[src/rtl/memseq_pkg.sv]
package memseq_pkg;
  typedef enum logic [1:0] {
    MODE_NONE  = 2'b00,
    MODE_FILL  = 2'b01,
    MODE_CHECK = 2'b10,
    MODE_RSVD  = 2'b11
  } run_mode_e;

  typedef enum logic {
    ST_IDLE = 1'b0,
    ST_RUN  = 1'b1
  } seq_state_e;

  // Bit 0 of the pass index selects read, bit 1 selects the inverted pattern.
  function automatic logic pass_reads(input logic [1:0] pass_idx);
    return pass_idx[0];
  endfunction

  function automatic logic pass_inverts(input logic [1:0] pass_idx);
    return pass_idx[1];
  endfunction
endpackage

[src/rtl/memseq_walker.sv]
module memseq_walker #(
  parameter int LINE_W = 14,
  parameter int WORD_W = 4
) (
  input  logic                     clk,
  input  logic                     rst,
  input  logic                     clear,
  input  logic                     step,
  input  logic [LINE_W-1:0]        last_line,
  output logic [LINE_W+WORD_W-1:0] addr,
  output logic                     at_end
);
  logic [LINE_W-1:0] line_q;
  logic [WORD_W-1:0] word_q;

  always_ff @(posedge clk) begin
    if (rst || clear) begin
      line_q <= '0;
      word_q <= '0;
    end else if (step) begin
      word_q <= word_q + 1'b1;
      if (&word_q) line_q <= line_q + 1'b1;
    end
  end

  assign addr   = {line_q, word_q};
  assign at_end = (&word_q) && (line_q == last_line);

  // Sweep never steps past the final line of the range.
  assert_line_bound_R4: assert property (@(posedge clk) disable iff (rst)
    step |-> (line_q <= last_line));
endmodule

[src/rtl/memseq_lane_cmp.sv]
module memseq_lane_cmp #(
  parameter int DATA_W = 32,
  parameter int LANES  = DATA_W / 8
) (
  input  logic [DATA_W-1:0] expect_word,
  input  logic [DATA_W-1:0] actual_word,
  output logic [LANES-1:0]  lane_miss
);
  for (genvar g = 0; g < LANES; g++) begin : g_lane
    assign lane_miss[g] = (expect_word[g*8 +: 8] != actual_word[g*8 +: 8]);
  end
endmodule

[src/rtl/memseq_engine.sv]
module memseq_engine
  import memseq_pkg::*;
#(
  parameter int          DATA_W   = 32,
  parameter int          SIZE_W   = 20,
  parameter logic [31:0] BASE_PAT = 32'h5AA5_5AA5
) (
  input  logic                  clk,
  input  logic                  rst,
  input  logic                  start,
  input  logic [1:0]            mode,
  input  logic [SIZE_W-1:0]     mem_bytes,
  output logic                  busy,
  output logic                  done,
  output logic [DATA_W-1:0]     err_status,
  output logic                  mem_req,
  output logic                  mem_we,
  output logic [SIZE_W-6+$clog2(64/(DATA_W/8))-1:0] mem_addr,
  output logic [DATA_W-1:0]     mem_wdata,
  input  logic                  mem_ready,
  input  logic [DATA_W-1:0]     mem_rdata
);
  localparam int LANES   = DATA_W / 8;
  localparam int WPL     = 64 / LANES;
  localparam int WORD_W  = $clog2(WPL);
  localparam int LINE_W  = SIZE_W - 6;
  localparam int ADDR_W  = LINE_W + WORD_W;

  seq_state_e        state_q;
  run_mode_e         mode_q;
  logic [1:0]        pass_q;
  logic [LINE_W-1:0] last_line_q;
  logic [DATA_W-1:0] err_q;
  logic              done_q;

  logic              launch, mode_ok, accept, at_end, is_read, last_pass;
  logic              walk_clear;
  logic [LANES-1:0]  lane_miss;
  logic [DATA_W-1:0] exp_word, err_next;
  logic [SIZE_W-1:0] last_full;
  logic [ADDR_W-1:0] walk_addr;

  assign launch    = (state_q == ST_IDLE) && start;
  assign mode_ok   = (run_mode_e'(mode) == MODE_FILL) || (run_mode_e'(mode) == MODE_CHECK);
  assign accept    = (state_q == ST_RUN) && mem_ready;
  assign is_read   = (mode_q == MODE_CHECK) && pass_reads(pass_q);
  assign last_pass = (mode_q == MODE_FILL) || (pass_q == 2'd3);
  assign last_full = (mem_bytes >> 6) - 1'b1;

  always_comb begin
    if (mode_q == MODE_FILL)        exp_word = '0;
    else if (pass_inverts(pass_q))  exp_word = ~DATA_W'(BASE_PAT);
    else                            exp_word = DATA_W'(BASE_PAT);
  end

  assign err_next   = err_q | {{(DATA_W-LANES){1'b0}}, lane_miss};
  assign walk_clear = launch || (accept && at_end);

  memseq_walker #(.LINE_W(LINE_W), .WORD_W(WORD_W)) walk_i (
    .clk       (clk),
    .rst       (rst),
    .clear     (walk_clear),
    .step      (accept),
    .last_line (last_line_q),
    .addr      (walk_addr),
    .at_end    (at_end)
  );

  memseq_lane_cmp #(.DATA_W(DATA_W), .LANES(LANES)) cmp_i (
    .expect_word (exp_word),
    .actual_word (mem_rdata),
    .lane_miss   (lane_miss)
  );

  always_ff @(posedge clk) begin
    if (rst) begin
      state_q     <= ST_IDLE;
      mode_q      <= MODE_FILL;
      pass_q      <= '0;
      last_line_q <= '0;
      err_q       <= '0;
      done_q      <= 1'b0;
    end else begin
      done_q <= 1'b0;
      if (launch) begin
        if (mode_ok) begin
          err_q       <= '0;
          state_q     <= ST_RUN;
          mode_q      <= run_mode_e'(mode);
          pass_q      <= '0;
          last_line_q <= last_full[LINE_W-1:0];
        end else begin
          err_q  <= '1;
          done_q <= 1'b1;
        end
      end else if (accept) begin
        if (is_read) err_q <= err_next;
        if (at_end) begin
          if (last_pass || (is_read && (err_next != '0))) begin
            state_q <= ST_IDLE;
            done_q  <= 1'b1;
          end else begin
            pass_q <= pass_q + 1'b1;
          end
        end
      end
    end
  end

  assign busy       = (state_q == ST_RUN);
  assign done       = done_q;
  assign err_status = err_q;
  assign mem_req    = (state_q == ST_RUN);
  assign mem_we     = !is_read;
  assign mem_addr   = walk_addr;
  assign mem_wdata  = exp_word;

  assert_req_hold_R11: assert property (@(posedge clk) disable iff (rst)
    (mem_req && !mem_ready) |=> (mem_req && $stable(mem_addr) && $stable(mem_we) && $stable(mem_wdata)));

  assert_done_on_fall_R9: assert property (@(posedge clk) disable iff (rst)
    $fell(busy) |-> done);

  assert_done_single_R9: assert property (@(posedge clk) disable iff (rst)
    done |=> !done);

  assert_err_sticky_R6: assert property (@(posedge clk) disable iff (rst)
    busy |=> ((err_status & $past(err_status)) == $past(err_status)));

  assert_bad_mode_R10: assert property (@(posedge clk) disable iff (rst)
    (start && !busy && (mode == 2'b00 || mode == 2'b11)) |=> (done && !busy && (&err_status)));
endmodule

[config.mk]
export PLATFORM = sky130hd
export DESIGN_NAME = memseq_engine
export DESIGN_NICKNAME = d
export VERILOG_FILES = /design/src/rtl/memseq_pkg.sv /design/src/rtl/memseq_walker.sv /design/src/rtl/memseq_lane_cmp.sv /design/src/rtl/memseq_engine.sv
export SDC_FILE = /design/constraint.sdc
export NUM_CORES = 1
export LEC_CHECK = 0
export ABC_CLOCK_PERIOD_IN_PS = 8350
export BUFFER_PORTS_ARGS = -buffer_cell sky130_fd_sc_hd__buf_2
export CORE_ASPECT_RATIO = 1.1
export CORE_MARGIN = 1.5
export CORE_UTILIZATION = 51
export DETAILED_ROUTE_END_ITERATION = 10
export PLACE_DENSITY = 0.95
export SYNTH_ARGS = -nofsm -noshare
export SYNTH_HDL_FRONTEND = slang
export SYNTH_HIERARCHICAL = 1
export SYNTH_SLANG_ARGS = --single-unit
[constraint.sdc]
create_clock -name clk -period 8.35 [get_ports clk]
set_clock_uncertainty 0.2 [all_clocks]
set_input_delay 1.67 -clock clk [delete_from_list [all_inputs] [get_ports clk]]
set_output_delay 1.67 -clock clk [all_outputs]
set_load 0.05 [all_outputs]
==> summary.txt, run 1 <==
Status
  – Status: completed

Yosys
  – Count of state elements after synthesis: 43
  – Synthesized area per cell: 8.53 µm²
  – Synth Net Count: 416
  – Post-synthesis cell type count: 46
  – Number of synthesis warnings: 6
  – Synthesized area: 0.00302 mm²
  – Post-synth top area share: 28.5%
  – Cell taking the most area after synthesis: dfxtp_1
  – FFs w/ async S/R, synth: 0%
  – Seq/Total Area, Yosys: 28.5%
  – Number of flops mapped to enable cells by yosys: 0
  – Ranking of synthesized cells by area: dfxtp_1, buf_4, xor2_1, xnor2_1, nor2_1
  – Cells after Synth: 354
  – Ys flop type: dfxtp_1

STA
  – Least-Margin Pin Slew: 1.16 ns
  – Min Tclk post-route: 3.79 ns
  – RSZ-0062 raised after global routing: no
  – Final hold viol count: 0
  – Period utilisation layout: 45.4%
  – Relative slew slack: 22.6%
  – Setup TNS: 0 ns
  – Final Max Tran Viols: 0
  – Final setup violation count: 0
  – Final hold slack: 0.288 ns
  – Upper clock frequency limit: 264 MHz

Routing
  – DRT Pass-1 Iters: 5
  – Vias per cell: 5.21
  – Post-Route WL: 6760 µm
  – DR WL/cell: 13.3 µm
  – Iter 0 DRT Violations: 145
  – Total number of vias: 2,651
  – DRC Markers: 0
  – Detail Route Antenna Nets: 0

Clock network
  – CTS tree: yes
  – CTS clk-pin slew, worst paths: 0.08 ns
  – Clock Latency Late Sink: 0.30 ns
  – Clock Tree Root: clkbuf_8
  – Clk buf depth: 2
  – Clk sinks: 43
  – Post-CTS Setup Inserts: 0
  – Total CTS buffers: 5
  – # resized after CTS: 0
  – # hold bufs at CTS: 0
  – H-Tree Depth: 2

Power
  – Final Power: 592 µW
  – Maximum VDD drop: 0.108 mV
  – Logic pwr share: 35.2%
  – Pwr/cell area: 172 mW/mm²
  – Clock Power Share: 26.7%
  – Seq pwr share: 38.1%
  – Switch Pwr: 235 µW
  – Sw frac: 39.7%
  – Lkg Pwr: 1.61 nW
  – Pint: 357 µW

Run
  – Max Cap Viol: 0

Worst setup path
  – Worst setup EP type: flop
  – Required time worst endpoint: 8.36 ns
  – Startpoint types: input pin
  – Worst R2R Setup Slack: 5.42 ns
  – Cell Chain, Critical Path: buf_2, nor2b_1, and2_1, nor2_1, a211oi_1
  – Critical Path AT: 3.80 ns
  – Max incr delay on CP: 1.01 ns
  – Crit Path Max Fanout: 36
  – Critical path's slowest cell: and2_1
  – WS Path Type: input pin to flop

Hold path
  – Tightest Hold Check Type: flop to flop

Die
  – Die Wd: 76.4 µm
  – Core Box Area: 0.00573 mm²
  – Die H: 83.7 µm
  – Starting Density: 52.7%
  – I/O pin cnt: 144
  – Die area: 0.00639 mm²
  – Rows: 29

Cells and area
  – ANT cells: 0
  – Most frequent cells in the layout: buf_2, xor2_1, dfxtp_1
  – Most common cell after layout, fill and taps aside: buf_2
  – Layout cell share with drive strength beyond 1: 37.3%
  – Fill cell count: 508
  – Area grow syn2layout: 14.2%
  – Final nets: 494

Global route
  – Initial antenna violation count: 0
  – Grt ovf: 0
  – Gr usage total: 20.6%
  – Vias in the first global route: 2,416
  – Largest net degree at the start of global routing: 37
  – First-pass GRT wire length: 10,800 µm

Placed design
  – IO buf count: 137
  – Placer congestion estimate: 0.823
  – Final HPWL from detailed placement: 5280 µm
-- state kept, by name, indices dropped and copies added (netlist names) --
name	count
pass_q	2
walk_i/word_q	4
last_line_q	14
done	1
busy	1
mode_q	2
walk_i/line_q	14
err_status	5
-- kinds of logic (layout without fill, tap and decap cells) --
logic type               count (synthesis)  count (layout)  share of synthesized area [%]
adder cells (fa/ha/maj)                  4               4                           1.66
buffers and inverters                   74             152                           16.7
multiplexers                             1               1                          0.332
XOR/XNOR                                70              70                           20.3
flip-flops                              43              43                           28.5
AND/OR/NAND/NOR                        125             125                           23.3
AO/OA/AOI/OAI                           37              37                           9.24
-- per-stage QoR --
step                      setup WS (ns)  cells  util (%)  cell area [µm²]
after floorplan                    3.45    354         -             3020
after global routing               4.34    509      60.1             3450
after CTS                          4.60    509      60.1             3450
after global placement             4.41    502      58.3             3340
final                              4.56    509      60.1             3450
after detailed placement           4.25    502      58.3             3340
-- area by class of cell --
type                       instances  area, µm²  share of cell area (%)
timing repair buffer             139        701                    20.3
inverter                           6       22.5                   0.653
tap                               77       96.3                    2.79
multi-input combinational        237       1660                    48.2
clock buffer                       5       68.8                    2.00
clock inverter                     2       37.5                    1.09
sequential                        43        861                    25.0
-- Yosys cell counts, types with 7 or more instances --
cell type	instances
a211oi_1	10
a21oi_1	7
buf_4	59
dfxtp_1	43
nand2_1	20
nand3_1	10
nor2_1	36
nor3_1	7
nor4_1	17
xnor2_1	25
xor2_1	45
-- per-layer routing --
metal | part of all wire, % | GRT usage (%) | wire [µm] | up-vias
li1 | - | - | - | 1321
met1 | 43 | 25.0 | 2890 | 1217
met2 | 50 | 35.8 | 3380 | 102
met3 | 5.9 | 3.93 | 397 | 11
met4 | 1.4 | 7.91 | 95 | 0
met5 | 0 | 0 | 0 | -
-- power groups by stage --
stage                     combinational, mW  sequential (mW)  clock, mW
after global placement                0.204            0.230          0
after global routing                  0.220            0.227      0.166
after CTS                             0.209            0.226      0.158
after floorplan                       0.180            0.240          0
after detailed placement              0.208            0.231          0
final                                 0.208            0.226      0.158
-- critical path, delay by kind of cell --
family	cells	cell delay, ns
AND/OR/NAND/NOR	3	1.77
buffers and inverters	1	0.08
AO/OA/AOI/OAI	1	0.27
-- worst paths after layout --
path | from | end | depth (start not counted)
max reg2reg | mode_q[0] | pass_q[1] | 10
min | mode_q[1] | mode_q[1] | 1
min reg2reg | mode_q[1] | mode_q[1] | 1
max | start | last_line_q[4] | 5
No activity file was read; power rests on OpenSTA's default activity.
==> run 2: changes to the inputs <==
--- a/config.mk
+++ b/config.mk
@@ -5,13 +5,13 @@
 export SDC_FILE = /design/constraint.sdc
 export NUM_CORES = 1
 export LEC_CHECK = 0
-export ABC_CLOCK_PERIOD_IN_PS = 8350
+export ABC_CLOCK_PERIOD_IN_PS = 3700
 export BUFFER_PORTS_ARGS = -buffer_cell sky130_fd_sc_hd__buf_2
 export CORE_ASPECT_RATIO = 1.1
 export CORE_MARGIN = 1.5
-export CORE_UTILIZATION = 51
+export CORE_UTILIZATION = 47
 export DETAILED_ROUTE_END_ITERATION = 10
-export PLACE_DENSITY = 0.95
+export PLACE_DENSITY = 0.9
 export SYNTH_ARGS = -nofsm -noshare
 export SYNTH_HDL_FRONTEND = slang
 export SYNTH_HIERARCHICAL = 1
==> constraint.sdc (replaced) <==
create_clock -name clk -period 3.7 [get_ports clk]
set_clock_uncertainty 0.2 [all_clocks]
set_input_delay 0.74 -clock clk [delete_from_list [all_inputs] [get_ports clk]]
set_output_delay 0.74 -clock clk [all_outputs]
set_load 0.05 [all_outputs]
==> run 2 against run 1 <==
Effect of this change: first-iteration DRC count down 9.0%; clock power up 140%; core utilization shrank 4.0 points.
==> summary.txt, run 2 (synthesis results as in run 1) <==
Global route
  – Gr usage total: 19.2% (was 20.6%)
  – Vias in the first global route: 2,420 (was 2,416)
  – Initial antenna violation count: 0 (unchanged)
  – Largest net degree at the start of global routing: 33 (was 37)
  – First-pass GRT wire length: 10,700 µm (was 10,800 µm)
  – Grt ovf: 0 (unchanged)

STA
  – Least-Margin Pin Slew: 0.685 ns (was 1.16 ns)
  – Final hold viol count: 0 (unchanged)
  – Period utilisation layout: 79.4%
  – Final setup violation count: 0 (unchanged)
  – RSZ-0062 raised after global routing: no (unchanged)
  – Final Max Tran Viols: 0 (unchanged)
  – Setup TNS: 0 ns (unchanged)
  – Relative slew slack: 54.2% (was 22.6%)
  – Upper clock frequency limit: 340 MHz
  – Min Tclk post-route: 2.94 ns

Worst setup path
  – Critical path buffer and inverter count: 1 (unchanged)
  – Critical Path AT: 2.90 ns (was 3.80 ns)
  – CP top delay family: simple AND/OR/NAND/NOR gates (unchanged)
  – Crit path top cell by count: nor4_1
  – Cell Chain, Critical Path: nor2b_1, nor2_2, buf_4, xor2_1, nor4_1, nand2_1, nor4_1, a31oi_1, o311ai_0, nand3_1 (was buf_2, nor2b_1, and2_1, nor2_1, a211oi_1)
  – Startpoint types: flop (was input pin)
  – Critical path's slowest cell: o311ai_0 (was and2_1)
  – WS Path Type: flop to flop (was input pin to flop)
  – Crit Path Max Fanout: 32 (was 36)
  – Worst setup EP type: flop (unchanged)
  – Max incr delay on CP: 0.44 ns (was 1.01 ns)
  – Required time worst endpoint: 3.66 ns (was 8.36 ns)

Power
  – Lkg Pwr: 1.63 nW (was 1.61 nW)
  – Maximum VDD drop: 0.246 mV (was 0.108 mV)
  – Pwr/cell area: 390 mW/mm² (was 172 mW/mm²)

Routing
  – Post-Route WL: 6770 µm (was 6760 µm)
  – Iter 0 DRT Violations: 132 (was 145)
  – DR WL/cell: 13.1 µm (was 13.3 µm)
  – DRT Pass-1 Iters: 4 (was 5)
  – Detail Route Antenna Nets: 0 (unchanged)
  – Total number of vias: 2,633 (was 2,651)
  – Vias per cell: 5.11 (was 5.21)
  – DRC Markers: 0 (unchanged)

Placed design
  – IO buf count: 137 (unchanged)
  – Final HPWL from detailed placement: 5160 µm (was 5280 µm)
  – DP Cell Count: 507 (was 502)
  – Placer congestion estimate: 0.862 (was 0.823)

Die
  – Core Box Area: 0.00619 mm² (was 0.00573 mm²)
  – Die H: 87.1 µm (was 83.7 µm)
  – Die area: 0.00691 mm² (was 0.00639 mm²)
  – I/O pin cnt: 144 (unchanged)
  – Die Wd: 79.4 µm (was 76.4 µm)
  – Rows: 30 (was 29)
  – Starting Density: 48.7% (was 52.7%)

Cells and area
  – Fill cell count: 575 (was 508)
  – Area grow syn2layout: 15.2% (was 14.2%)
  – Non-filler instance count after layout: 515 (was 509)
  – Layout cell share with drive strength beyond 1: 37.7% (was 37.3%)
  – ANT cells: 0 (unchanged)
  – Most common cell after layout, fill and taps aside: buf_2 (unchanged)
  – Most frequent cells in the layout: buf_2, xor2_1, dfxtp_1 (unchanged)
  – Final nets: 496 (was 494)

Clock network
  – Clk sinks: 43 (unchanged)
  – Clock Tree Root: clkbuf_8 (unchanged)
  – CTS tree: yes (unchanged)
  – Clk buf depth: 2 (unchanged)
  – # hold bufs at CTS: 0 (unchanged)
  – CTS clk-pin slew, worst paths: 0.07 ns (was 0.08 ns)
  – H-Tree Depth: 2 (unchanged)
  – # resized after CTS: 0 (unchanged)
  – Clock Latency Late Sink: 0.30 ns (about the same)
  – Post-CTS Setup Inserts: 0 (unchanged)
  – Total CTS buffers: 5 (unchanged)

Run
  – Max Cap Viol: 0 (unchanged)

Hold path
  – Tightest Hold Check Type: flop to flop (unchanged)

Status
  – Status: completed (unchanged)
-- run 2: worst paths after layout --
path	slack (ns)	start	end	depth (start not counted)
setup / recovery	0.76	mode_q[0]	pass_q[0]	10
hold / removal	0.29	mode_q[1]	mode_q[1]	1
setup reg to reg	0.76	mode_q[0]	pass_q[0]	10
hold reg to reg	0.29	mode_q[1]	mode_q[1]	1
-- run 2: power by group --
part / switching, mW / total (mW) / internal [mW]
Combinational: 0.349 / 0.473 / 0.124
Sequential: 0.0225 / 0.508 / 0.486
Clock: 0.156 / 0.374 / 0.218
-- run 2: worst reg2reg max path, stage by stage, from the launching register on --
cell and delay, ns:
dfxtp_1 0.32, nor2b_1 0.30, nor2_2 0.05, buf_4 0.25, xor2_1 0.20, nor4_1 0.29, nand2_1 0.12, nor4_1 0.27
a31oi_1 0.23, o311ai_0 0.44, nand3_1 0.14
-- run 2: per-layer routing --
metal	global-route usage [%]	share of wire (%)
met5	0	0
met1	23.4	42
met2	34.0	52
met4	5.90	1.2
met3	3.56	4.9
-- run 2: final cells by class --
class                           instances  area (µm²)  share of cell area (%)
Timing Repair Buffer                  141         716                    20.6
Clock buffer                            6        82.6                    2.37
Tap cell                               80         100                    2.88
Clock inverter                          2        35.0                    1.01
Inverter                                6        22.5                   0.648
Multi-Input combinational cell        237        1660                    47.8
Sequential cell                        43         861                    24.8
-- run 2: metrics by stage --
stage | area, µm² | worst slack (ns) | power (mW) | utilization (%) | hold slack, ns
final | 3480 | 0.761 | 1.36 | 56.1 | 0.292
after global routing | 3480 | 0.568 | 1.41 | 56.1 | 0.315
after CTS | 3480 | 0.776 | 1.36 | 56.1 | 0.293
after detailed placement | 3360 | 0.845 | 0.992 | 54.2 | 0.276
after global placement | 3360 | 0.898 | 0.981 | 54.2 | 0.264
after floorplan | 3020 | 0.322 | 0.947 | - | 0.253
==> run 3: changes to the inputs <==
--- a/config.mk
+++ b/config.mk
@@ -5,13 +5,14 @@
 export SDC_FILE = /design/constraint.sdc
 export NUM_CORES = 1
 export LEC_CHECK = 0
-export ABC_CLOCK_PERIOD_IN_PS = 3700
+export ABC_AREA = 1
+export ABC_CLOCK_PERIOD_IN_PS = 2700
 export BUFFER_PORTS_ARGS = -buffer_cell sky130_fd_sc_hd__buf_2
 export CORE_ASPECT_RATIO = 1.1
 export CORE_MARGIN = 1.5
-export CORE_UTILIZATION = 47
+export CORE_UTILIZATION = 44
 export DETAILED_ROUTE_END_ITERATION = 10
-export PLACE_DENSITY = 0.9
+export PLACE_DENSITY = 0.87
 export SYNTH_ARGS = -nofsm -noshare
 export SYNTH_HDL_FRONTEND = slang
 export SYNTH_HIERARCHICAL = 1
==> constraint.sdc (replaced) <==
create_clock -name clk -period 2.7 [get_ports clk]
set_clock_uncertainty 0.2 [all_clocks]
set_input_delay 0.54 -clock clk [delete_from_list [all_inputs] [get_ports clk]]
set_output_delay 0.54 -clock clk [all_outputs]
set_load 0.05 [all_outputs]
==> run 3 against run 2 <==
Effect of this change: synthesized cell count rose by 44%; sequential power rose by 39%; via count grew 22%; worst setup slack lost 0.44 ns; critical path depth rose by 6; sequential share of layout area fell by 2.5 points; total power grew 50%; clock-buffer cell count unchanged.
==> summary.txt, run 3 <==
Yosys
  – Count leader, synth: nand2_1 (was buf_4)
  – Cells after Synth: 510 (was 354)
  – Seq/Total Area, Yosys: 25.6% (was 28.5%)
  – Count of state elements after synthesis: 43 (unchanged)
  – Most frequent cells after synthesis: nand2_1, inv_1, buf_4 (was buf_4, xor2_1, dfxtp_1)
  – FFs w/ async S/R, synth: 0% (unchanged)
  – Ranking of synthesized cells by area: dfxtp_1, nand2_1, buf_4, xnor2_1, inv_1 (was dfxtp_1, buf_4, xor2_1, xnor2_1, nor2_1)
  – Post-synth top area share: 25.6% (was 28.5%)
  – Ys flop type: dfxtp_1 (unchanged)
  – Number of synthesis warnings: 6 (unchanged)
  – Synthesized area per cell: 6.59 µm² (was 8.53 µm²)
  – Synth Net Count: 572 (was 416)
  – Cell taking the most area after synthesis: dfxtp_1 (unchanged)
  – Synthesized area: 0.00336 mm² (was 0.00302 mm²)
  – Post-synthesis cell type count: 38 (was 46)
  – Number of flops mapped to enable cells by yosys: 0 (unchanged)

Die
  – Rows: 33 (was 30)
  – Die area: 0.00817 mm² (was 0.00691 mm²)
  – I/O pin cnt: 144 (unchanged)
  – Core Box Area: 0.00743 mm² (was 0.00619 mm²)
  – Die Wd: 86.3 µm (was 79.4 µm)
  – Starting Density: 45.2% (was 48.7%)
  – Die H: 94.6 µm (was 87.1 µm)

Clock network
  – Post-CTS Setup Inserts: 0 (unchanged)
  – CTS clk-pin slew, worst paths: 0.08 ns (was 0.07 ns)
  – H-Tree Depth: 2 (unchanged)
  – Clk sinks: 43 (unchanged)
  – Clock Latency Late Sink: 0.30 ns (about the same)
  – Clk buf depth: 2 (unchanged)
  – Clock Tree Root: clkbuf_8 (unchanged)
  – # hold bufs at CTS: 0 (unchanged)
  – # resized after CTS: 0 (unchanged)
  – Total CTS buffers: 5 (unchanged)
  – CTS tree: yes (unchanged)

STA
  – Final Max Tran Viols: 0 (unchanged)
  – Upper clock frequency limit: 421 MHz (was 340 MHz)
  – Period utilisation layout: 88.0% (was 79.4%)
  – Least-Margin Pin Slew: 0.621 ns (was 0.685 ns)
  – Min Tclk post-route: 2.38 ns (was 2.94 ns)
  – Relative slew slack: 58.6% (was 54.2%)
  – Final hold viol count: 0 (unchanged)
  – Fin worst setup slack: 0.324 ns (was 0.761 ns)
  – Final setup violation count: 0 (unchanged)
  – Setup TNS: 0 ns (unchanged)
  – RSZ-0062 raised after global routing: no (unchanged)

Global route
  – Largest net degree at the start of global routing: 39 (was 33)
  – First-pass GRT wire length: 12,300 µm (was 10,700 µm)
  – Initial antenna violation count: 0 (unchanged)
  – Gr usage total: 18.3% (was 19.2%)
  – Grt ovf: 0 (unchanged)
  – Vias in the first global route: 2,889 (was 2,420)

Cells and area
  – ANT cells: 0 (unchanged)
  – Register Area: 863 µm² (was 861 µm²)
  – Most frequent cells in the layout: buf_2, nand2_1, inv_1 (was buf_2, xor2_1, dfxtp_1)
  – Final nets: 656 (was 496)
  – Area grow syn2layout: 15.5% (was 15.2%)
  – Fill cell count: 709 (was 575)
  – Most common cell after layout, fill and taps aside: buf_2 (unchanged)
  – Multi-input logic area: 0.00178 mm² (was 0.00166 mm²)
  – Layout cell share with drive strength beyond 1: 28.7% (was 37.7%)

Routing
  – DR WL/cell: 11.0 µm (was 13.1 µm)
  – DRC Markers: 0 (unchanged)
  – DRT Pass-1 Iters: 4 (unchanged)
  – Iter 0 DRT Violations: 155 (was 132)
  – Post-Route WL: 7480 µm (was 6770 µm)
  – Detail Route Antenna Nets: 0 (unchanged)
  – Total number of vias: 3,203 (was 2,633)
  – Vias per cell: 4.70 (was 5.11)

Placed design
  – Final HPWL from detailed placement: 5890 µm (was 5160 µm)
  – Placer congestion estimate: 0.868 (was 0.862)
  – Pre-CTS WS: 0.359 ns (was 0.845 ns)
  – IO buf count: 137 (unchanged)

Worst setup path
  – Critical Path AT: 2.37 ns (was 2.90 ns)
  – Worst R2R Setup Slack: 0.32 ns (was 0.76 ns)
  – Required time worst endpoint: 2.69 ns (was 3.66 ns)
  – WS Path Type: flop to flop (unchanged)
  – Startpoint types: flop (unchanged)
  – Worst setup EP type: flop (unchanged)
  – Crit Path Max Fanout: 38 (was 32)

Power
  – Seq pwr share: 34.7% (was 37.5%)
  – Lkg Pwr: 2.04 nW (was 1.63 nW)
  – Final Power: 2.03 mW (was 1.36 mW)
  – Pint: 1.19 mW (was 829 µW)
  – Switch Pwr: 842 µW (was 527 µW)
  – Clock Power Share: 25.6% (was 27.6%)
  – Pwr/cell area: 524 mW/mm² (was 390 mW/mm²)
  – Sw frac: 41.4% (was 38.9%)
  – Logic pwr share: 39.7% (was 34.9%)
  – Maximum VDD drop: 0.543 mV (was 0.246 mV)

Status
  – Status: completed (unchanged)

Hold path
  – Tightest Hold Check Type: input pin to flop (was flop to flop)

Run
  – Max Cap Viol: 0 (unchanged)
## run 3: layout make-up
| class | instances | share of cell area [%] |
|---|---|---|
| Tap cell | 87 | 2.81 |
| Multi-Input combinational cell | 333 | 46.0 |
| Sequential cell | 43 | 22.3 |
| Clock inverter | 2 | 0.903 |
| Clock buffer | 6 | 2.13 |
| Inverter | 70 | 6.84 |
| Timing Repair Buffer | 141 | 19.1 |
## run 3: power groups by stage
stage	clock [mW]	sequential, mW	combinational (mW)
finish	0.520	0.705	0.807
global route	0.556	0.712	0.864
CTS	0.525	0.706	0.810
detailed placement	0	0.721	0.807
global placement	0	0.718	0.790
floorplan	0	0.751	0.697
## run 3: routing by layer
layer | global-route usage (%) | routed length, µm
met1 | 20.5 | 3150
met4 | 5.91 | 98
met2 | 34.0 | 3770
met3 | 4.37 | 465
met5 | 0 | 0
## run 3: metrics by stage
step           instances  utilization, %  hold slack, ns  area, µm²
2_1_floorplan        510               -           0.280       3380
3_3_place_gp         674            50.6           0.285       3760
3_5_place_dp         674            50.6           0.317       3760
4_1_cts              682            52.2           0.238       3880
5_1_grt              682            52.2           0.232       3880
6_report             682            52.2           0.241       3880
## run 3: critical path: stages, from the launching register on
cell,delay [ns]
dfxtp_1,0.34
inv_2,0.09
a21boi_4,0.18
buf_12,0.21
xnor2_1,0.14
nand2_1,0.06
nor2_1,0.10
nand2_1,0.06
or2_1,0.22
nor2_1,0.10
nand2_1,0.06
nand2_1,0.07
nand3_1,0.08
nand2_1,0.13
nand3_1,0.10
nand2_1,0.08
nor2_1,0.05
## run 3: path summary, 6_finish.rpt
check                    to  cells after the start         start
max               pass_q[0]                     16     mode_q[1]
min          last_line_q[0]                      2  mem_bytes[6]
max reg2reg       pass_q[0]                     16     mode_q[1]
min reg2reg       pass_q[0]                      2     pass_q[0]
## run 3: cells by family (layout without fill, tap and decap cells)
kind of cell / count (synthesis) / after routing / synth area share [%]
simple gates: 219 / 219 / 28.7
buf+inv: 134 / 219 / 21.9
compound gates: 68 / 68 / 11.1
flops: 43 / 43 / 25.6
xor+xnor: 42 / 42 / 11.2
fa+ha+maj: 4 / 4 / 1.49
